File: src/rtl/fp32_addsub_pkg.sv
package fp32_addsub_pkg;

    localparam int EXP_W  = 8;
    localparam int FRAC_W = 23;
    localparam int WORD_W = 1 + EXP_W + FRAC_W;
    localparam int SIG_W  = FRAC_W + 1;          // with restored leading one
    localparam int XTRA_W = 3;                   // guard, round, sticky
    localparam int EXT_W  = SIG_W + XTRA_W;      // aligned significand
    localparam int MAG_W  = EXT_W + 1;           // plus carry position
    localparam int SUM_W  = MAG_W + 1;           // plus two's-complement sign
    localparam int EW     = EXP_W + 2;           // signed working exponent
    localparam int LAT_MAX = SIG_W + 8;          // bound on busy cycles

    typedef struct packed {
        logic              sgn;
        logic [EXP_W-1:0]  exp;
        logic [FRAC_W-1:0] frac;
    } fp_t;

    typedef struct packed {
        logic                 sgn;
        logic signed [EW-1:0] exp;
        logic [MAG_W-1:0]     mag;
    } work_t;

    typedef enum logic [1:0] {
        ST_IDLE  = 2'd0,
        ST_ALIGN = 2'd1,
        ST_NORM  = 2'd2,
        ST_ROUND = 2'd3
    } st_e;

    // significand with the implied one; a zero exponent field reads as zero
    function automatic logic [SIG_W-1:0] full_sig(input fp_t x);
        if (x.exp == '0) return '0;
        return {1'b1, x.frac};
    endfunction

endpackage

File: src/rtl/fpadd_align.sv
module fpadd_align
    import fp32_addsub_pkg::*;
(
    input  fp_t   a,
    input  fp_t   b,
    input  logic  sub,
    output work_t w
);
    logic             b_sgn;
    logic             a_big;
    logic [SIG_W-1:0] big_sig, sml_sig;
    logic             big_sgn, sml_sgn;
    logic [EXP_W-1:0] big_exp, diff;
    logic [EXT_W-1:0] ext_big, ext_sml, shifted, lowmask, aligned;
    logic             lost;
    logic [SUM_W-1:0] term_big, term_sml, sum;

    always_comb begin
        b_sgn   = b.sgn ^ sub;
        a_big   = (a.exp >= b.exp);
        big_sig = a_big ? full_sig(a) : full_sig(b);
        sml_sig = a_big ? full_sig(b) : full_sig(a);
        big_sgn = a_big ? a.sgn : b_sgn;
        sml_sgn = a_big ? b_sgn : a.sgn;
        big_exp = a_big ? a.exp : b.exp;
        diff    = a_big ? (a.exp - b.exp) : (b.exp - a.exp);

        ext_big = {big_sig, {XTRA_W{1'b0}}};
        ext_sml = {sml_sig, {XTRA_W{1'b0}}};

        if (diff >= EXP_W'(EXT_W)) begin
            shifted = '0;
            lost    = |ext_sml;
            lowmask = '1;
        end else begin
            shifted = ext_sml >> diff;
            lowmask = ({{(EXT_W-1){1'b0}}, 1'b1} << diff) - {{(EXT_W-1){1'b0}}, 1'b1};
            lost    = |(ext_sml & lowmask);
        end
        aligned = {shifted[EXT_W-1:1], shifted[0] | lost};

        term_big = big_sgn ? -{2'b00, ext_big} : {2'b00, ext_big};
        term_sml = sml_sgn ? -{2'b00, aligned} : {2'b00, aligned};
        sum      = term_big + term_sml;

        w.sgn = sum[SUM_W-1];
        w.exp = {2'b00, big_exp};
        w.mag = MAG_W'(sum[SUM_W-1] ? -sum : sum);
    end
endmodule

File: src/rtl/fpadd_norm.sv
module fpadd_norm
    import fp32_addsub_pkg::*;
(
    input  work_t w,
    output work_t nxt,
    output logic  fin
);
    always_comb begin
        nxt = w;
        fin = 1'b1;
        if (w.mag[MAG_W-1]) begin
            // carry out of the add: one right step, keep lost bit sticky
            nxt.mag = {1'b0, w.mag[MAG_W-1:2], w.mag[1] | w.mag[0]};
            nxt.exp = w.exp + EW'(1);
        end else if (w.mag != '0 && !w.mag[EXT_W-1]) begin
            // cancellation: one left step per cycle
            nxt.mag = {w.mag[MAG_W-2:0], 1'b0};
            nxt.exp = w.exp - EW'(1);
            fin     = 1'b0;
        end
    end
endmodule

File: src/rtl/fpadd_round.sv
module fpadd_round
    import fp32_addsub_pkg::*;
(
    input  work_t w,
    output fp_t   res,
    output logic  ovf,
    output logic  unf
);
    localparam logic signed [EW-1:0] E_TOP = EW'((1 << EXP_W) - 2);
    localparam logic signed [EW-1:0] E_BOT = EW'(1);

    logic [SIG_W-1:0]     keep;
    logic                 g, r, s, inc;
    logic [SIG_W:0]       rnd;
    logic signed [EW-1:0] e1;
    logic [FRAC_W-1:0]    frac;

    always_comb begin
        keep = w.mag[EXT_W-1:XTRA_W];
        g    = w.mag[2];
        r    = w.mag[1];
        s    = w.mag[0];
        inc  = g & (r | s | keep[0]);
        rnd  = {1'b0, keep} + {{SIG_W{1'b0}}, inc};
        e1   = rnd[SIG_W] ? (w.exp + EW'(1)) : w.exp;
        frac = rnd[SIG_W] ? rnd[SIG_W-1:1] : rnd[FRAC_W-1:0];

        res = '0;
        ovf = 1'b0;
        unf = 1'b0;
        if (w.mag == '0) begin
            res = '0;
        end else if (e1 > E_TOP) begin
            ovf      = 1'b1;
            res.sgn  = w.sgn;
            res.exp  = '1;
        end else if (e1 < E_BOT) begin
            unf = 1'b1;
        end else begin
            res.sgn  = w.sgn;
            res.exp  = e1[EXP_W-1:0];
            res.frac = frac;
        end
    end
endmodule

File: src/rtl/fp32_addsub.sv
module fp32_addsub
    import fp32_addsub_pkg::*;
(
    input  logic              clk,
    input  logic              rst,
    input  logic              start,
    input  logic              sub,
    input  logic [WORD_W-1:0] opa,
    input  logic [WORD_W-1:0] opb,
    output logic              busy,
    output logic              done,
    output logic [WORD_W-1:0] result,
    output logic              ovf,
    output logic              unf
);
    localparam int CNT_W = $clog2(LAT_MAX + 1);

    st_e   state;
    fp_t   a_q, b_q;
    logic  sub_q;
    work_t wk, align_w, norm_w;
    logic  norm_fin;
    fp_t   rnd_res;
    logic  rnd_ovf, rnd_unf;

    fpadd_align u_align (.a(a_q), .b(b_q), .sub(sub_q), .w(align_w));
    fpadd_norm  u_norm  (.w(wk), .nxt(norm_w), .fin(norm_fin));
    fpadd_round u_round (.w(wk), .res(rnd_res), .ovf(rnd_ovf), .unf(rnd_unf));

    assign busy = (state != ST_IDLE);

    always_ff @(posedge clk) begin
        if (rst) begin
            state  <= ST_IDLE;
            a_q    <= '0;
            b_q    <= '0;
            sub_q  <= 1'b0;
            wk     <= '0;
            result <= '0;
            ovf    <= 1'b0;
            unf    <= 1'b0;
            done   <= 1'b0;
        end else begin
            done <= 1'b0;
            unique case (state)
                ST_IDLE: if (start) begin
                    a_q   <= opa;
                    b_q   <= opb;
                    sub_q <= sub;
                    state <= ST_ALIGN;
                end
                ST_ALIGN: begin
                    wk    <= align_w;
                    state <= ST_NORM;
                end
                ST_NORM: begin
                    wk <= norm_w;
                    if (norm_fin) state <= ST_ROUND;
                end
                ST_ROUND: begin
                    result <= rnd_res;
                    ovf    <= rnd_ovf;
                    unf    <= rnd_unf;
                    done   <= 1'b1;
                    state  <= ST_IDLE;
                end
                default: state <= ST_IDLE;
            endcase
        end
    end

    // checker-side latency counter
    logic [CNT_W-1:0] busy_len;
    always_ff @(posedge clk) begin
        if (rst || !busy) busy_len <= '0;
        else if (busy_len != '1) busy_len <= busy_len + CNT_W'(1);
    end

    p_done_pulse_r2: assert property (@(posedge clk) disable iff (rst)
        done |=> !done);
    p_hold_idle_r2: assert property (@(posedge clk) disable iff (rst)
        (!busy && !start) |=> ($stable(result) && $stable(ovf) && $stable(unf)));
    p_busy_ignore_r3: assert property (@(posedge clk) disable iff (rst)
        (busy && start) |=> ($stable(a_q) && $stable(b_q) && $stable(sub_q)));
    p_round_in_norm_r6: assert property (@(posedge clk) disable iff (rst)
        (state == ST_ROUND) |-> (!wk.mag[MAG_W-1] && (wk.mag[EXT_W-1] || wk.mag == '0)));
    p_ovf_pattern_r9: assert property (@(posedge clk) disable iff (rst)
        ovf |-> (!unf && result[WORD_W-2:0] == {{EXP_W{1'b1}}, {FRAC_W{1'b0}}}));
    p_unf_pattern_r10: assert property (@(posedge clk) disable iff (rst)
        unf |-> (!ovf && result == '0));
    p_latency_r11: assert property (@(posedge clk) disable iff (rst)
        busy |-> (busy_len < CNT_W'(LAT_MAX)));
endmodule

File: config.mk
export PLATFORM = sky130hd
export DESIGN_NAME = fp32_addsub
export DESIGN_NICKNAME = d
export VERILOG_FILES = /design/src/rtl/fp32_addsub_pkg.sv /design/src/rtl/fpadd_align.sv /design/src/rtl/fpadd_norm.sv /design/src/rtl/fpadd_round.sv /design/src/rtl/fp32_addsub.sv
export SDC_FILE = /design/constraint.sdc
export NUM_CORES = 1
export LEC_CHECK = 0
export CORE_ASPECT_RATIO = 0.7
export CORE_MARGIN = 2
export CORE_UTILIZATION = 50
export DETAILED_ROUTE_END_ITERATION = 12
export DONT_BUFFER_PORTS = 1
export SLEW_MARGIN = 20
export SYNTH_ARGS = -nofsm -noshare
export SYNTH_HDL_FRONTEND = slang
export SYNTH_HIERARCHICAL = 1
export SYNTH_SLANG_ARGS = --single-unit
File: constraint.sdc
create_clock -name clk -period 9.3 [get_ports clk]
set_input_delay 0.93 -clock clk [delete_from_list [all_inputs] [get_ports clk]]
set_output_delay 0.93 -clock clk [all_outputs]
set_load 0.05 [all_outputs]
[Yosys cells after proc, flatten, opt, wreduce, memory -nomap -nowiden]
Index checks and enable logic that the tools add are counted.
Word-level totals
  register bits after elaboration: 141
  latch bits: 0
  bits in writable memories: 0
  ROM bits: 0
  bits of input ports: 68
  output and inout port bits: 36
  memories: 0
Cells by class
  add/subtract/negate cells: 10
  multipliers: 0
  div/mod/pow operators: 0
  magnitude comparators: 4
  equal/unequal tests: 6
  shift-type cells: 2
  muxes and demuxes: 37
  bitwise operators: 7
  reductions and logical operators: 15
Operator list (count)
  $mux W24: 6
  $pmux W39 S2: 1
  $mux W38: 2
  $mux W32: 2
  $mux W29: 2
  $neg A27 Y29: 2
  $mux W23: 2
  $add A29 B29 Y29: 1
  $logic_not A28 Y1: 1
  $mux W28: 1
  $neg A28 Y28: 1
  $reduce_bool A28 Y1: 1
  $and A27 B27 Y27: 1
  $mux W27: 1
  $reduce_or A27 Y1: 1
  $shl A1 B8 Y27 const A: 1
  $shr A27 B8 Y27: 1
  $sub A27 B1 Y27 const B: 1
  $add A24 B1 Y25: 1
  $reduce_or A24 Y1: 1
  $logic_not A8 Y1: 2
  $mux W8: 2
  $sub A8 B8 Y8: 2
  $mux W1: 13
  23 further kinds: 32

[Longest topological paths before layout]
  depth in word-level cells: 14
  mapped depth: 41
  mapped depth without buffers: 36

[Hierarchy]
The synthesis kept the hierarchy.
By module, submodules not included
  fpadd_align: instances 1, cells each 1023, area an instance 6895.4 µm²
  fp32_addsub: instances 1, cells each 588, area an instance 5420.2 µm²
  fpadd_round: instances 1, cells each 205, area an instance 1325.0 µm²
  fpadd_norm: instances 1, cells each 154, area an instance 978.4 µm²

[Least setup slack after synthesis]
Ideal clock, no wire load.
  path type: register -> register
  start: register a_q[24] (netlist bit)
  end: register wk[10] (netlist bit)
  arrival: 7.787 ns
  required time: 9.214 ns
  setup slack: 1.428 ns
  stages on the path, launching flop included: 37
  path buffers: 4
  clock period less this slack: 7.872 ns
  cells stage by stage: dfxtp_1 > inv_1 > fa_1 > a211oi_1 > o21bai_1 > a21oi_1 > mux2_2 > and4b_1 > clkbuf_1 > nor2_1 > buf_2 > a31oi_1 > nor4_1 > o22ai_1 > o31ai_4 > and3_1 > clkbuf_1 > nor2_1 > xnor2_1 > ha_1 > a21o_1 > a21oi_1 > o21ai_0 > a2111oi_0 > o211ai_1 > a2111oi_0 > o41ai_1 > nand3_1 > a21oi_1 > a21o_1 > a21oi_1 > xnor2_1 > clkbuf_1 > a31oi_1 > xnor2_1 > mux2i_1 > a211oi_1
RTL lines
  start, declared: line fp32_addsub.sv:19  | fp_t a_q, b_q;
  start signal, assigned: line fp32_addsub.sv:47  | a_q <= opa;
  end signal, assigned: line fp32_addsub.sv:53  | wk <= align_w;
  end signal, assigned: line fp32_addsub.sv:57  | wk <= norm_w;
  end, declared: line fp32_addsub.sv:21  | work_t wk, align_w, norm_w;

==> results.md <==
* Fin area at 15300 um2
* Die X-Extent at 208 um
* Worst Hold Class: reg -> reg
* Setup_tns at 0 ps
* Hold slack at 456 ps
* Vias/cell at 6.31
* CP delay by family, top: compound AO/OA/AOI/OAI gates
* EDFF count, synth at 0
* YS warnings at 6
* CP max-delay cell: a2111oi_1
* Crit path from: a_q[28]$_SDFFE_PP0P_
* Worst hold start: b_q[2]$_SDFFE_PP0P_
* Core box area at 28800 um2
* Clk slew on worst S/H paths at 70 ps
* I/O Pins at 104
* Detailed Routing Iterations Pass 1 at 5
* Drt wl/cell at 20.7 um
* Clock latency on the worst-skew pair at 460 ps
* Synthesized flop and latch total at 141
* Sequential area share after synthesis at 19.3%
* Syn avg cell area at 7.42 um2
* Iter 0 DRT Violations at 1395
* Clock Sink Count at 141
* Num rows at 52
* Worst-Margin Slew at 1120 ps
* Ant diodes at 0
* Synth area leader: dfxtp_1
* Congestion Overflow GR at 0
* Die area at 30600 um2
* Die Ht at 147 um
* Critical path capture point type: register
* Inserted Clock Buffers at 17
* Multi-input gate area at 10800 um2
* Initial Util at 50.7%
* Final ANT Viol Nets at 0
* GRT Total Usage at 30.8%
* Fillers at 2914
* Nets at 2023
* CP max FO at 47
* WS Path Type: reg -> reg
* Max Cap Viol at 0
* Skew final at 12.0 ps
* DRC violations left at 0
* CTS tree: built
* Post-DP HPWL at 35900 um
* Async set-reset flop share out of synthesis at 0%
* Clock buffer depth at 2
* Initial antenna violation count at 0
* Number of global-route vias before repair at 13100
* Final setup vio count at 0
* Via count at 14500
* Largest net degree at the start of global routing at 141
* PostCTS Resize Cnt at 0
* Cell area after synthesis at 14600 um2
* Yosys cell types at 111
* Port bufs at 0
* Routability cong. at 0.987
* Crit start category: register
* Slew Limit Fails at 0
* Setup repair bufs after CTS at 0
* Worst endpoint required time at 9670 ps
* Max stage delay on crit path at 480 ps
* Yosys top cell area share at 19.3%
* Largest cells by area after synthesis: dfxtp_1, nand2_1, mux2i_1
* Mapped Cells at 1970
* Htree depth at 4
* Post-CTS Hold Buffers at 0
* Max-slew headroom at 25.4%
* FF-to-FF Start: a_q[28]$_SDFFE_PP0P_
* First-pass GRT wire length at 75000 um
* Top_reg_cell synth: dfxtp_1
* Fin crit period at 8790 ps
* Register Area at 2820 um2
* CP Data Arrival Time at 9160 ps
* Total routed wirelength at 47300 um
* Area growth from synthesis to layout at 5.00%
* Status: finished, final reports clean
* Final Cycle Share at 94.5%
* FMAX at 114 MHz
* Share of layout cells above drive strength 1 at 10.2%
* Crit path buf inv count at 6
* Cell Area, Placed at 14700 um2
* Final hold violation count at 0
* CTS Root Cell: clkbuf_16
-- cells by family after synthesis --
group	count (synthesis)	synth area share, %
compound gates	497	22.7
buf+inv	210	7.63
flops	141	19.3
mux	139	11.6
xor+xnor	131	7.98
fa+ha+maj	53	4.69
other cells	2	0.0514
simple gates	797	26.0
-- per-stage QoR --
step	cells	utilization, %	setup slack [ps]
finish	2292	53.3	510
global route	2292	53.3	-26.3
CTS	2290	52.9	268
detailed placement	2259	50.9	372
global placement	2259	50.9	425
floorplan	1971	-	1430
-- worst register-to-register path: cells and delay by family, from the launching register on --
family	cells	cell delay, ps
DFF	1	420
adders and majority gates	2	730
xor gates and xnor gates	3	580
muxes	1	100
AOI/OAI and AO/OA	18	4240
buffers and inverters	6	1310
and+or+nand+nor	7	1310
-- sequential cells by signal, summed over array words and instances, names as in the netlist --
signal  flops
b_q        32
wk         39
a_q        32
done        1
ovf         1
sub_q       1
result     32
unf         1
state       2
-- path summary, 6_finish.rpt --
kind	to	cells past startpoint	slack (ps)
worst max-delay path	wk[6]$_SDFFE_PP0P_	37	510
worst min register to register	b_q[2]$_SDFFE_PP0P_	2	460
worst min-delay path	b_q[2]$_SDFFE_PP0P_	2	460
worst max register to register	wk[6]$_SDFFE_PP0P_	37	510
-- metal layers --
layer / wire [um] / part of all wire [%] / up-vias / global-route usage, %
li1: - / - / 6991 / -
met1: 24100 / 51 / 6877 / 47.0
met2: 18600 / 39 / 541 / 42.2
met3: 3840 / 8.1 / 58 / 7.76
met4: 833 / 1.8 / 0 / 8.20
met5: 0 / 0 / - / 0
-- area by class of cell --
type / instances / share of cell area, %
Clock buffer: 19 / 2.82
Clock inverter: 12 / 0.905
Inverter: 70 / 1.71
Multi-Input combinational cell: 1621 / 70.3
Sequential cell: 141 / 18.4
Tap cell: 378 / 3.08
Timing Repair Buffer: 51 / 2.74
-- placed cells by master (no fill, tap or decap), types with 6 or more instances in the layout --
| cell | synthesis | final |
|---|---|---|
| nand2_1 | 288 | 287 |
| nor2_1 | 216 | 214 |
| a21oi_1 | 156 | 155 |
| dfxtp_1 | 141 | 140 |
| mux2i_1 | 105 | 105 |
| xnor2_1 | 82 | 82 |
| o21ai_0 | 73 | 71 |
| inv_1 | 68 | 68 |
| a31oi_1 | 51 | 50 |
| nand3_1 | 49 | 49 |
| buf_4 | 16 | 48 |
| xor2_1 | 48 | 48 |
| nor3_1 | 48 | 47 |
| a211oi_1 | 47 | 46 |
| ha_1 | 50 | 43 |
| nand4_1 | 30 | 30 |
| nor4_1 | 30 | 29 |
| mux4_2 | 23 | 23 |
| and2_1 | 24 | 22 |
| and3_1 | 22 | 20 |
| a221oi_1 | 20 | 20 |
| clkbuf_16 | 0 | 17 |
| o211ai_1 | 15 | 15 |
| nor2b_1 | 13 | 13 |
| a21o_1 | 13 | 13 |
| or3_1 | 11 | 11 |
| mux2_2 | 11 | 11 |
| nor3_2 | 9 | 10 |
| o21a_1 | 9 | 9 |
| o22ai_1 | 8 | 8 |
| o21ai_1 | 7 | 8 |
| ha_2 | 0 | 7 |
| a211o_1 | 6 | 6 |
| or4_1 | 6 | 6 |
| nand2b_1 | 6 | 6 |
-- cell usage after synthesis, types with 5 or more instances --
| library cell | instances |
|---|---|
| or3_1 | 11 |
| and3_1 | 22 |
| nor3_1 | 48 |
| xor2_1 | 48 |
| o211a_1 | 5 |
| buf_1 | 7 |
| a21o_1 | 13 |
| nor2b_1 | 13 |
| o22ai_1 | 8 |
| nor2_1 | 216 |
| o21ai_0 | 73 |
| buf_4 | 16 |
| nand4_1 | 30 |
| a21oi_1 | 156 |
| nand2_1 | 288 |
| a21boi_0 | 5 |
| a31oi_1 | 51 |
| o211ai_1 | 15 |
| nand3_1 | 49 |
| nor3_2 | 9 |
| mux4_2 | 23 |
| ha_1 | 50 |
| o31ai_1 | 5 |
| buf_2 | 39 |
| o21ai_1 | 7 |
| a41oi_1 | 5 |
| a221oi_1 | 20 |
| inv_1 | 68 |
| mux2_2 | 11 |
| and2_1 | 24 |
| a211o_1 | 6 |
| clkbuf_1 | 55 |
| a211oi_1 | 47 |
| nand2b_1 | 6 |
| o21a_1 | 9 |
| nor4_1 | 30 |
| buf_6 | 16 |
| or4_1 | 6 |
| mux2i_1 | 105 |
| xnor2_1 | 82 |
| dfxtp_1 | 141 |
Power is left out: the tool's default activity adds up to more than one toggle a clock period on the data nets, which glitch-free logic cannot reach.
